`src/rtl/wdw_pkg.sv`:
```
package wdw_pkg;
  typedef enum logic [2:0] {
    ADDR_CTRL  = 3'd0,
    ADDR_CFG   = 3'd1,
    ADDR_EWOFF = 3'd2,
    ADDR_IESET = 3'd3,
    ADDR_IECLR = 3'd4,
    ADDR_FLAG  = 3'd5,
    ADDR_KICK  = 3'd6,
    ADDR_STAT  = 3'd7
  } wdwAddr_e;

  // strobes from the register control to the counting datapath
  typedef struct packed {
    logic tick;
    logic keyGood;
    logic keyBad;
  } wdwStrobe_t;
endpackage

```
`src/rtl/wdw_count.sv`:
```
module wdw_count
  import wdw_pkg::*;
#(
  parameter int CODE_W     = 4,
  parameter int CNT_W      = 14,
  parameter int BASE_SHIFT = 3
) (
  input  logic              clk,
  input  logic              rstN,
  input  wdwStrobe_t        stb,
  input  logic              en,
  input  logic              winEn,
  input  logic [CODE_W-1:0] perCode,
  input  logic [CODE_W-1:0] winCode,
  input  logic [CODE_W-1:0] ewCode,
  output logic              sysRst,
  output logic              ewHit
);
  localparam int LEN_W = CNT_W + 1;

  function automatic logic [LEN_W-1:0] lenOf(input logic [CODE_W-1:0] code);
    lenOf = LEN_W'(1) << (int'(code) + BASE_SHIFT);
  endfunction

  logic [CNT_W-1:0] cnt;
  logic [LEN_W-1:0] cntExt, cntInc, perLen, winLen, ewLen;
  logic             winOpen, timeout, fire;

  always_comb begin
    perLen  = lenOf(perCode);
    winLen  = lenOf(winCode);
    ewLen   = lenOf(ewCode);
    cntExt  = {1'b0, cnt};
    cntInc  = cntExt + LEN_W'(1);
    winOpen = !winEn || (cntExt >= winLen);
    timeout = stb.tick && (cntInc >= perLen);
    fire    = en && (stb.keyBad || (stb.keyGood && !winOpen) ||
                     (timeout && !stb.keyGood));
    ewHit   = en && stb.tick && !stb.keyGood && !stb.keyBad && !timeout &&
              (cntInc == ewLen);
  end

  always_ff @(posedge clk or negedge rstN) begin
    if (!rstN) begin
      cnt    <= '0;
      sysRst <= 1'b0;
    end else begin
      sysRst <= fire && !sysRst;
      if (!en || fire || stb.keyGood) cnt <= '0;
      else if (stb.tick)              cnt <= cntInc[CNT_W-1:0];
    end
  end
endmodule

```
`src/rtl/wdw_regs.sv`:
```
module wdw_regs
  import wdw_pkg::*;
#(
  parameter int                DATA_W       = 8,
  parameter int                CODE_W       = 4,
  parameter int                MAX_PER_CODE = 11,
  parameter int                MAX_WIN_CODE = 10,
  parameter logic [DATA_W-1:0] KEY          = 'hA5
) (
  input  logic              clk,
  input  logic              rstN,
  input  logic              tickEn,
  input  logic              regWe,
  input  logic [2:0]        regAddr,
  input  logic [DATA_W-1:0] regWrData,
  input  logic              ewHit,
  output logic [DATA_W-1:0] regRdData,
  output logic              irq,
  output wdwStrobe_t        stb,
  output logic              actEn,
  output logic              actWinEn,
  output logic [CODE_W-1:0] actPer,
  output logic [CODE_W-1:0] actWin,
  output logic [CODE_W-1:0] ewCode,
  output logic              busy
);
  localparam logic [CODE_W-1:0] PER_LIM = CODE_W'(MAX_PER_CODE);
  localparam logic [CODE_W-1:0] WIN_LIM = CODE_W'(MAX_WIN_CODE);

  function automatic logic [CODE_W-1:0] clampCode(input logic [CODE_W-1:0] v,
                                                  input logic [CODE_W-1:0] lim);
    clampCode = (v > lim) ? lim : v;
  endfunction

  logic              shEn, shWinEn, ieQ, flagQ;
  logic [CODE_W-1:0] shPer, shWin;
  logic              wrCtrl, wrCfg, wrKick;

  assign wrCtrl      = regWe && (regAddr == ADDR_CTRL);
  assign wrCfg       = regWe && (regAddr == ADDR_CFG);
  assign wrKick      = regWe && (regAddr == ADDR_KICK);
  assign stb.tick    = tickEn;
  assign stb.keyGood = wrKick && (regWrData == KEY);
  assign stb.keyBad  = wrKick && (regWrData != KEY);
  assign irq         = flagQ && ieQ;

  always_ff @(posedge clk or negedge rstN) begin
    if (!rstN) begin
      shEn <= 1'b0; shWinEn <= 1'b0; shPer <= '0; shWin <= '0;
      actEn <= 1'b0; actWinEn <= 1'b0; actPer <= '0; actWin <= '0;
      ewCode <= '0; busy <= 1'b0; ieQ <= 1'b0; flagQ <= 1'b0;
    end else begin
      if (tickEn && busy) begin
        actEn <= shEn; actWinEn <= shWinEn; actPer <= shPer; actWin <= shWin;
      end
      if (wrCtrl) begin
        shEn    <= regWrData[0];
        shWinEn <= regWrData[1];
      end
      if (wrCfg) begin
        shPer <= clampCode(regWrData[CODE_W-1:0], PER_LIM);
        shWin <= clampCode(regWrData[2*CODE_W-1:CODE_W], WIN_LIM);
      end
      if (wrCtrl || wrCfg) busy <= 1'b1;
      else if (tickEn)     busy <= 1'b0;
      if (regWe && (regAddr == ADDR_EWOFF))
        ewCode <= clampCode(regWrData[CODE_W-1:0], PER_LIM);
      if (regWe && (regAddr == ADDR_IESET) && regWrData[0]) ieQ <= 1'b1;
      else if (regWe && (regAddr == ADDR_IECLR) && regWrData[0]) ieQ <= 1'b0;
      if (ewHit) flagQ <= 1'b1;
      else if (regWe && (regAddr == ADDR_FLAG) && regWrData[0]) flagQ <= 1'b0;
    end
  end

  always_comb begin
    regRdData = '0;
    case (regAddr)
      ADDR_CTRL:  regRdData[1:0] = {shWinEn, shEn};
      ADDR_CFG:   begin
        regRdData[CODE_W-1:0]        = shPer;
        regRdData[2*CODE_W-1:CODE_W] = shWin;
      end
      ADDR_EWOFF: regRdData[CODE_W-1:0] = ewCode;
      ADDR_IESET, ADDR_IECLR: regRdData[0] = ieQ;
      ADDR_FLAG:  regRdData[0] = flagQ;
      ADDR_STAT:  regRdData[0] = busy;
      default:    regRdData = '0;
    endcase
  end
endmodule

```
`src/rtl/wdw_top.sv`:
```
module wdw_top
  import wdw_pkg::*;
#(
  parameter int                DATA_W       = 8,
  parameter int                CODE_W       = 4,
  parameter int                MAX_PER_CODE = 11,
  parameter int                MAX_WIN_CODE = 10,
  parameter int                BASE_SHIFT   = 3,
  parameter logic [DATA_W-1:0] KEY          = 'hA5
) (
  input  logic              clk,
  input  logic              rstN,
  input  logic              tickEn,
  input  logic              regWe,
  input  logic [2:0]        regAddr,
  input  logic [DATA_W-1:0] regWrData,
  output logic [DATA_W-1:0] regRdData,
  output logic              irq,
  output logic              sysRst
);
  localparam int CNT_W = MAX_PER_CODE + BASE_SHIFT;

  wdwStrobe_t        stb;
  logic              actEn, actWinEn, busy, ewHit;
  logic [CODE_W-1:0] actPer, actWin, ewCode;

  wdw_regs #(
    .DATA_W(DATA_W), .CODE_W(CODE_W), .MAX_PER_CODE(MAX_PER_CODE),
    .MAX_WIN_CODE(MAX_WIN_CODE), .KEY(KEY)
  ) regs_i (
    .clk(clk), .rstN(rstN), .tickEn(tickEn), .regWe(regWe), .regAddr(regAddr),
    .regWrData(regWrData), .ewHit(ewHit), .regRdData(regRdData), .irq(irq),
    .stb(stb), .actEn(actEn), .actWinEn(actWinEn), .actPer(actPer),
    .actWin(actWin), .ewCode(ewCode), .busy(busy)
  );

  wdw_count #(
    .CODE_W(CODE_W), .CNT_W(CNT_W), .BASE_SHIFT(BASE_SHIFT)
  ) count_i (
    .clk(clk), .rstN(rstN), .stb(stb), .en(actEn), .winEn(actWinEn),
    .perCode(actPer), .winCode(actWin), .ewCode(ewCode),
    .sysRst(sysRst), .ewHit(ewHit)
  );
endmodule

```
`config.mk`:
```
export PLATFORM = sky130hd
export DESIGN_NAME = wdw_top
export DESIGN_NICKNAME = d
export VERILOG_FILES = /design/src/rtl/wdw_pkg.sv /design/src/rtl/wdw_count.sv /design/src/rtl/wdw_regs.sv /design/src/rtl/wdw_top.sv
export SDC_FILE = /design/constraint.sdc
export NUM_CORES = 1
export LEC_CHECK = 0
export BUFFER_PORTS_ARGS = -buffer_cell sky130_fd_sc_hd__buf_4
export CAP_MARGIN = 20
export CORE_MARGIN = 2
export CORE_UTILIZATION = 55
export CTS_CLUSTER_SIZE = 24
export DETAILED_ROUTE_END_ITERATION = 8
export PLACE_DENSITY_LB_ADDON = 0.2
export SYNTH_ARGS = -nofsm -noshare
export SYNTH_HDL_FRONTEND = slang
export SYNTH_SLANG_ARGS = --single-unit
```
`constraint.sdc`:
```
create_clock -name clk -period 4.8 [get_ports clk]
set_input_delay 0.48 -clock clk [delete_from_list [all_inputs] [get_ports clk]]
set_output_delay 0.48 -clock clk [all_outputs]
set_load 0.01 [all_outputs]
```
# Yosys cells after proc, flatten, opt, wreduce, memory -nomap -nowiden
# Index checks and enable logic that the tools add are counted.
# W data, S select, Z words.
[totals] output_inout_bits=10 mem_bits_rw=0 latch_bits=0 n_memories=0 reg_bits=42 romBits=0 wordCells=92
[classes] eq_ne=10 add_sub_neg=4 mul=0 n_mux=14 order_cmp=4 shift=3 n_div=0 reduce_logical=43 bitwise_logic=0
[ops] operator="$shl A1 B32 Y15 const A" count=3
[ops] operator="$mux W14" count=2
[ops] operator="$logic_and A1 B1 Y1" count=24
[ops] operator="$add A14 B1 Y15 const B" count=1
[ops] operator="$add A4 B2 Y5 const B" count=3
[ops] operator="$eq A15 B15 Y1" count=1
[ops] operator="$ge A14 B15 Y1" count=1
[ops] operator="$ge A15 B15 Y1" count=1
[ops] operator="$eq A3 B3 Y1 const B" count=4
[ops] operator="$mux W4" count=3
[ops] operator="$eq A8 B8 Y1 const B" count=1
[ops] operator="$gt A4 B4 Y1 const B" count=2
[ops] operator="$ne A8 B8 Y1 const B" count=1
[ops] operator="$reduce_bool A2 Y1" count=4
[ops] operator="$logic_not A1 Y1" count=7
[ops] operator="$eq A3 B2 Y1 const B" count=2
[ops] operator="$logic_or A1 B1 Y1" count=6
[ops] operator="$mux W1" count=6
[ops] operator="$pmux W1 S6" count=1
[ops] operator="$pmux W2 S2" count=1
[ops] operator="$eq A3 B1 Y1 const B" count=1
[ops] operator="$logic_not A3 Y1" count=1
[ops] operator="$pmux W1 S3" count=1
[ops] operator="$reduce_or A2 Y1" count=1

# Depth between registers and ports, before layout
[depth] ltp_word=12 ltp_mapped=14

# Modules after synthesis
# Synthesis repeated with hierarchy kept, for this count alone.
[unflattened] cells_unflattened=394 hier_area_um2=3392.0
[modules_own_cells] module="wdw_count" n_inst=1 cells_per_inst=274 area_per_inst_um2=2089.5
[modules_own_cells] module="wdw_regs" n_inst=1 cells_per_inst=120 area_per_inst_um2=1302.5

# Worst setup path after synthesis
# OpenSTA, ideal clock, no wires.
[synth_path] path_kind="flip-flop to flip-flop" start="register count_i.cnt[1]" end="register regs_i.flagQ" path_slack_ps=1687 setup_ps=103 synth_period_minus_slack_ps=3113 arrival_time_ps=3010 path_stages_with_launch=14 required_time_ps=4697 cell_sequence="dfrtp_1 -> ha_1 -> buf_2 -> nand2_1 -> nor4_4 -> xor2_2 -> ha_1 -> a21o_1 -> a21o_1 -> a21o_1 -> a221o_1 -> a31oi_1 -> nand2_1 -> o41ai_2"
[synth_via] elab_chain_len=7 word_cells_on_any_way=9
[synth_lines] element="from (decl)" line="wdw_count.sv:25" text="logic [CNT_W-1:0] cnt;"
[synth_lines] element="from (signal assigned)" line="wdw_count.sv:50" text="else if (stb.tick) cnt <= cntInc[CNT_W-1:0];"
[synth_lines] element="$add A14 B1 Y15 *" line="wdw_count.sv:34" text="cntInc = cntExt + LEN_W'(1);"
[synth_lines] element="$ge A15 B15 Y1" line="wdw_count.sv:36" text="timeout = stb.tick && (cntInc >= perLen);"
[synth_lines] element="$logic_and A1 B1 Y1" line="wdw_count.sv:36"
[synth_lines] element="$logic_not A1 Y1" line="wdw_count.sv:39" text="ewHit = en && stb.tick && !stb.keyGood && !stb.keyBad && !timeout &&"
[synth_lines] element="$logic_and A1 B1 Y1" line="wdw_count.sv:39"
[synth_lines] element="$logic_and A1 B1 Y1 *" line="wdw_count.sv:39"
[synth_lines] element="$mux W1 or $reduce_bool A2 Y1 (tied branches)"
[synth_lines] element="to (signal assigned)" line="wdw_regs.sv:51" text="ewCode <= '0; busy <= 1'b0; ieQ <= 1'b0; flagQ <= 1'b0;"
[synth_lines] element="to (signal assigned)" line="wdw_regs.sv:70" text="if (ewHit) flagQ <= 1'b1;"
[synth_lines] element="to (signal assigned)" line="wdw_regs.sv:71" text="else if (regWe && (regAddr == ADDR_FLAG) && regWrData[0]) flagQ <= 1'b0;"
[synth_lines] element="to (decl)" line="wdw_regs.sv:35" text="logic shEn, shWinEn, ieQ, flagQ;"
# Mark *: on every way between the ends. The rest lies on a longest branch, timed or not.
# A chain may end at the register's enable or synchronous reset.

# Final worst setup path
[layout_path] start="register count_i.cnt[0]" end="register regs_i.flagQ"
# Same word-level chain as after synthesis.

==> results.py <==
metrics = {
    "floorplan": {
        "die_w_microns": 81.7,
        "ios": 25,
        "start_util_pct": 56.4,
        "die_h_microns": 81.7,
        "placeableCoreArea_sq_mm": 0.00589,
        "die_area_sq_mm": 0.00667,
        "num_rows": 28,
    },
    "synth": {
        "netlist_area_sq_mm": 0.00332,
        "yosysWarnings": 0,
        "ys_seq_elements": 42,
        "syn_inst": 376,
        "synth-simple-area-share_pct": 25.1,
        "synth_mux_area_share_pct": 7.92,
        "synth-xor-area-share_pct": 8.14,
        "syn_area_per_cell_sq_um": 8.82,
        "synth_fa_ha_area_share_pct": 11.3,
        "yosysSeqAreaShare_pct": 31.7,
        "synth.distinct_cells": 50,
        "synthFlopType": "dfrtp_1",
        "synth_edf_count": 0,
        "postSynth.asyncResetShare_pct": 100,
        "synth_compound_area_share_pct": 12.2,
        "synth_top_family_by_area": "simple AND/OR/NAND/NOR gates",
    },
    "cts": {
        "postCtsResizedCells": 0,
        "numCtsBuffers": 5,
        "clkLatencyLatePin_ns": 0.31,
        "hold_buffers": 0,
        "clock_sinks": 42,
        "clk_path_buf_depth": 2,
        "root_buffer": "clkbuf_8",
        "clkTransAtPathRegs_ns": 0.09,
        "cts_tree": "yes",
        "post_cts_buffers": 0,
        "cts.htree.levels": 2,
    },
    "drt": {
        "drt-pass1-iter-count": 5,
        "drt-vias-per-instance": 5.86,
        "routed_wirelength_microns": 7220,
        "route.detailed.drc": 0,
        "drtAntennaViolNets": 0,
        "post_drt_wl_per_cell_microns": 15.3,
        "vias": 2758,
        "drt_iter0_drc": 136,
    },
    "placement": {
        "dp_cells": 463,
        "io_buffers": 24,
        "gp_congestion": 0.885,
        "detailed_place_hpwl_microns": 5590,
    },
    "power": {
        "leakage_nw": 1.66,
        "power_mw": 1.15,
        "power_density_mw_per_mm2": 316,
        "vdd_drop_max_mv": 0.247,
    },
    "layout": {
        "fillCellCount": 503,
        "layout_common_cells": "nand2_1 (42), dfrtp_1 (42), nor2_1 (40)",
        "fin_nets": 440,
        "drive_above_1_share_pct": 14.6,
        "area_growth_pct": 9.28,
        "n_antenna_cell": 0,
        "final_cells": 471,
    },
    "timing": {
        "setup_viol": 0,
        "fmax_ghz": 0.260,
        "skew_ns": 0.00772,
        "relSlewSlack_pct": 64.1,
        "fin_setup_tns_ns": 0,
        "drv_slew": 0,
        "tightest_slew_ns": 0.539,
        "final.min_clock_period_ns": 3.84,
        "period_share_pct": 80.0,
        "rsz0062_at_grt": "false",
        "finalHoldViolations": 0,
    },
    "global_routing": {
        "grt_pass1_vias": 2623,
        "grt_usage_pct": 23.9,
        "grt_max_degree": 43,
        "antenna_found_initial": 0,
        "grt_pass1_wl_microns": 12200,
        "grt_overflow": 0,
    },
    "critical_path": {
        "crit_path_frequent_cell": "a21o_1",
        "critPathMaxStageDelay_ns": 0.54,
        "cp.arrival_ns": 4.05,
        "path_class": "register to register",
        "path_cells": "ha_1 > nand2_1 > nor4_4 > xor2_2 > ha_1 > a21o_1 > a21o_1 > a21o_1 > a221o_1 > a31oi_1 > nand2_1 > o41ai_2",
        "crit_path_end_kind": "register",
        "cp.required_ns": 5.01,
        "worstPathMaxFanout": 15,
        "critical_path.startpoint_type": "register",
        "cp_slowest_cell": "dfrtp_1",
    },
    "flow_run": {
        "maxCapViolCount": 0,
    },
    "worst_hold_path": {
        "hold_path_class": "input pin to asynchronous set/reset pin",
    },
    "run_status": {
        "status": "finished clean",
    },
}
[critical path, delay by kind of cell, from the launching register on]
family,cells,cell delay [ns]
XOR/XNOR,1,0.21
adder cells (fa/ha/maj),2,0.68
AND/OR/NAND/NOR,3,0.88
AO/OA/AOI/OAI,6,1.45
flip-flops,1,0.54
[report_power, final]
group / leakage, nW / internal, mW / total, mW / switching, mW
registers: 0.540 / 0.417 / 0.506 / 0.0888
logic: 1.07 / 0.175 / 0.389 / 0.214
clock network: 0.0467 / 0.108 / 0.250 / 0.142
[Yosys cell counts (10+ instances only)]
| cell type | number | area (sq um) |
|---|---|---|
| a21oi_1 | 15 | 75.1 |
| nor2b_1 | 13 | 81.3 |
| mux2_2 | 16 | 180 |
| xor2_1 | 12 | 105 |
| dfrtp_1 | 42 | 1050 |
| o21ai_0 | 17 | 85.1 |
| inv_1 | 10 | 37.5 |
| ha_1 | 30 | 375 |
| nand2_1 | 42 | 158 |
| nand3_1 | 19 | 95.1 |
| nor2_1 | 40 | 150 |
| xnor2_1 | 17 | 149 |
[layer usage]
metal,part of all wire (%),track usage (%),vias up
met4,1.4,6.83,0
met5,0,0,-
met2,47,40.8,70
li1,-,-,1364
met3,4.2,3.52,10
met1,47,31.6,1314
[final timing paths]
check	cells past startpoint	slack, ns	to	from
worst max-delay path	12	0.96	regs_i.flagQ	count_i.cnt[0]
worst min-delay path	1	0.14	count_i.cnt[0]	rstN
max in group asynchronous	1	4.28	regs_i.ewCode[2]	rstN
worst max register to register	12	0.96	regs_i.flagQ	count_i.cnt[0]
min in group clk	2	0.43	regs_i.shWin[3]	regWrData[7]
worst min register to register	2	0.52	regs_i.shWin[0]	regs_i.shWin[0]
[cells by family after synthesis]
| group | count (synthesis) |
|---|---|
| XOR/XNOR | 30 |
| AND/OR/NAND/NOR | 160 |
| AO/OA/AOI/OAI | 63 |
| flip-flops | 42 |
| buffers and inverters | 26 |
| adder cells (fa/ha/maj) | 30 |
| multiplexers | 23 |
| other | 2 |
[through the flow]
| stage | util (%) | worst slack (ns) | cell area, sq um | hold WS (ns) |
|---|---|---|---|---|
| after floorplan | - | 1.69 | 3330 | 0.184 |
| after global placement | 60.0 | 1.18 | 3530 | 0.488 |
| after detailed placement | 60.0 | 0.960 | 3530 | 0.494 |
| after CTS | 61.6 | 0.936 | 3630 | 0.159 |
| after global routing | 61.6 | 0.653 | 3630 | 0.170 |
| final | 61.6 | 0.960 | 3630 | 0.141 |
[registers in the layout, summed over array words and instances, names as in the netlist, 4 cells and up]
| name | cells |
|---|---|
| regs_i.actWin | 4 |
| regs_i.actPer | 4 |
| regs_i.shWin | 4 |
| regs_i.shPer | 4 |
| count_i.cnt | 14 |
| regs_i.ewCode | 4 |
[cell type report]
cell class | count | area (sq um) | share of cell area, %
Timing Repair Buffer | 24 | 180 | 4.97
Inverter | 10 | 37.5 | 1.04
Multi-Input combinational cell | 312 | 2170 | 59.8
Sequential cell | 42 | 1050 | 29.0
Clock buffer | 5 | 68.8 | 1.90
Tap cell | 75 | 93.8 | 2.59
Clock inverter | 3 | 27.5 | 0.759
Power figures use the tool's default switching activity.
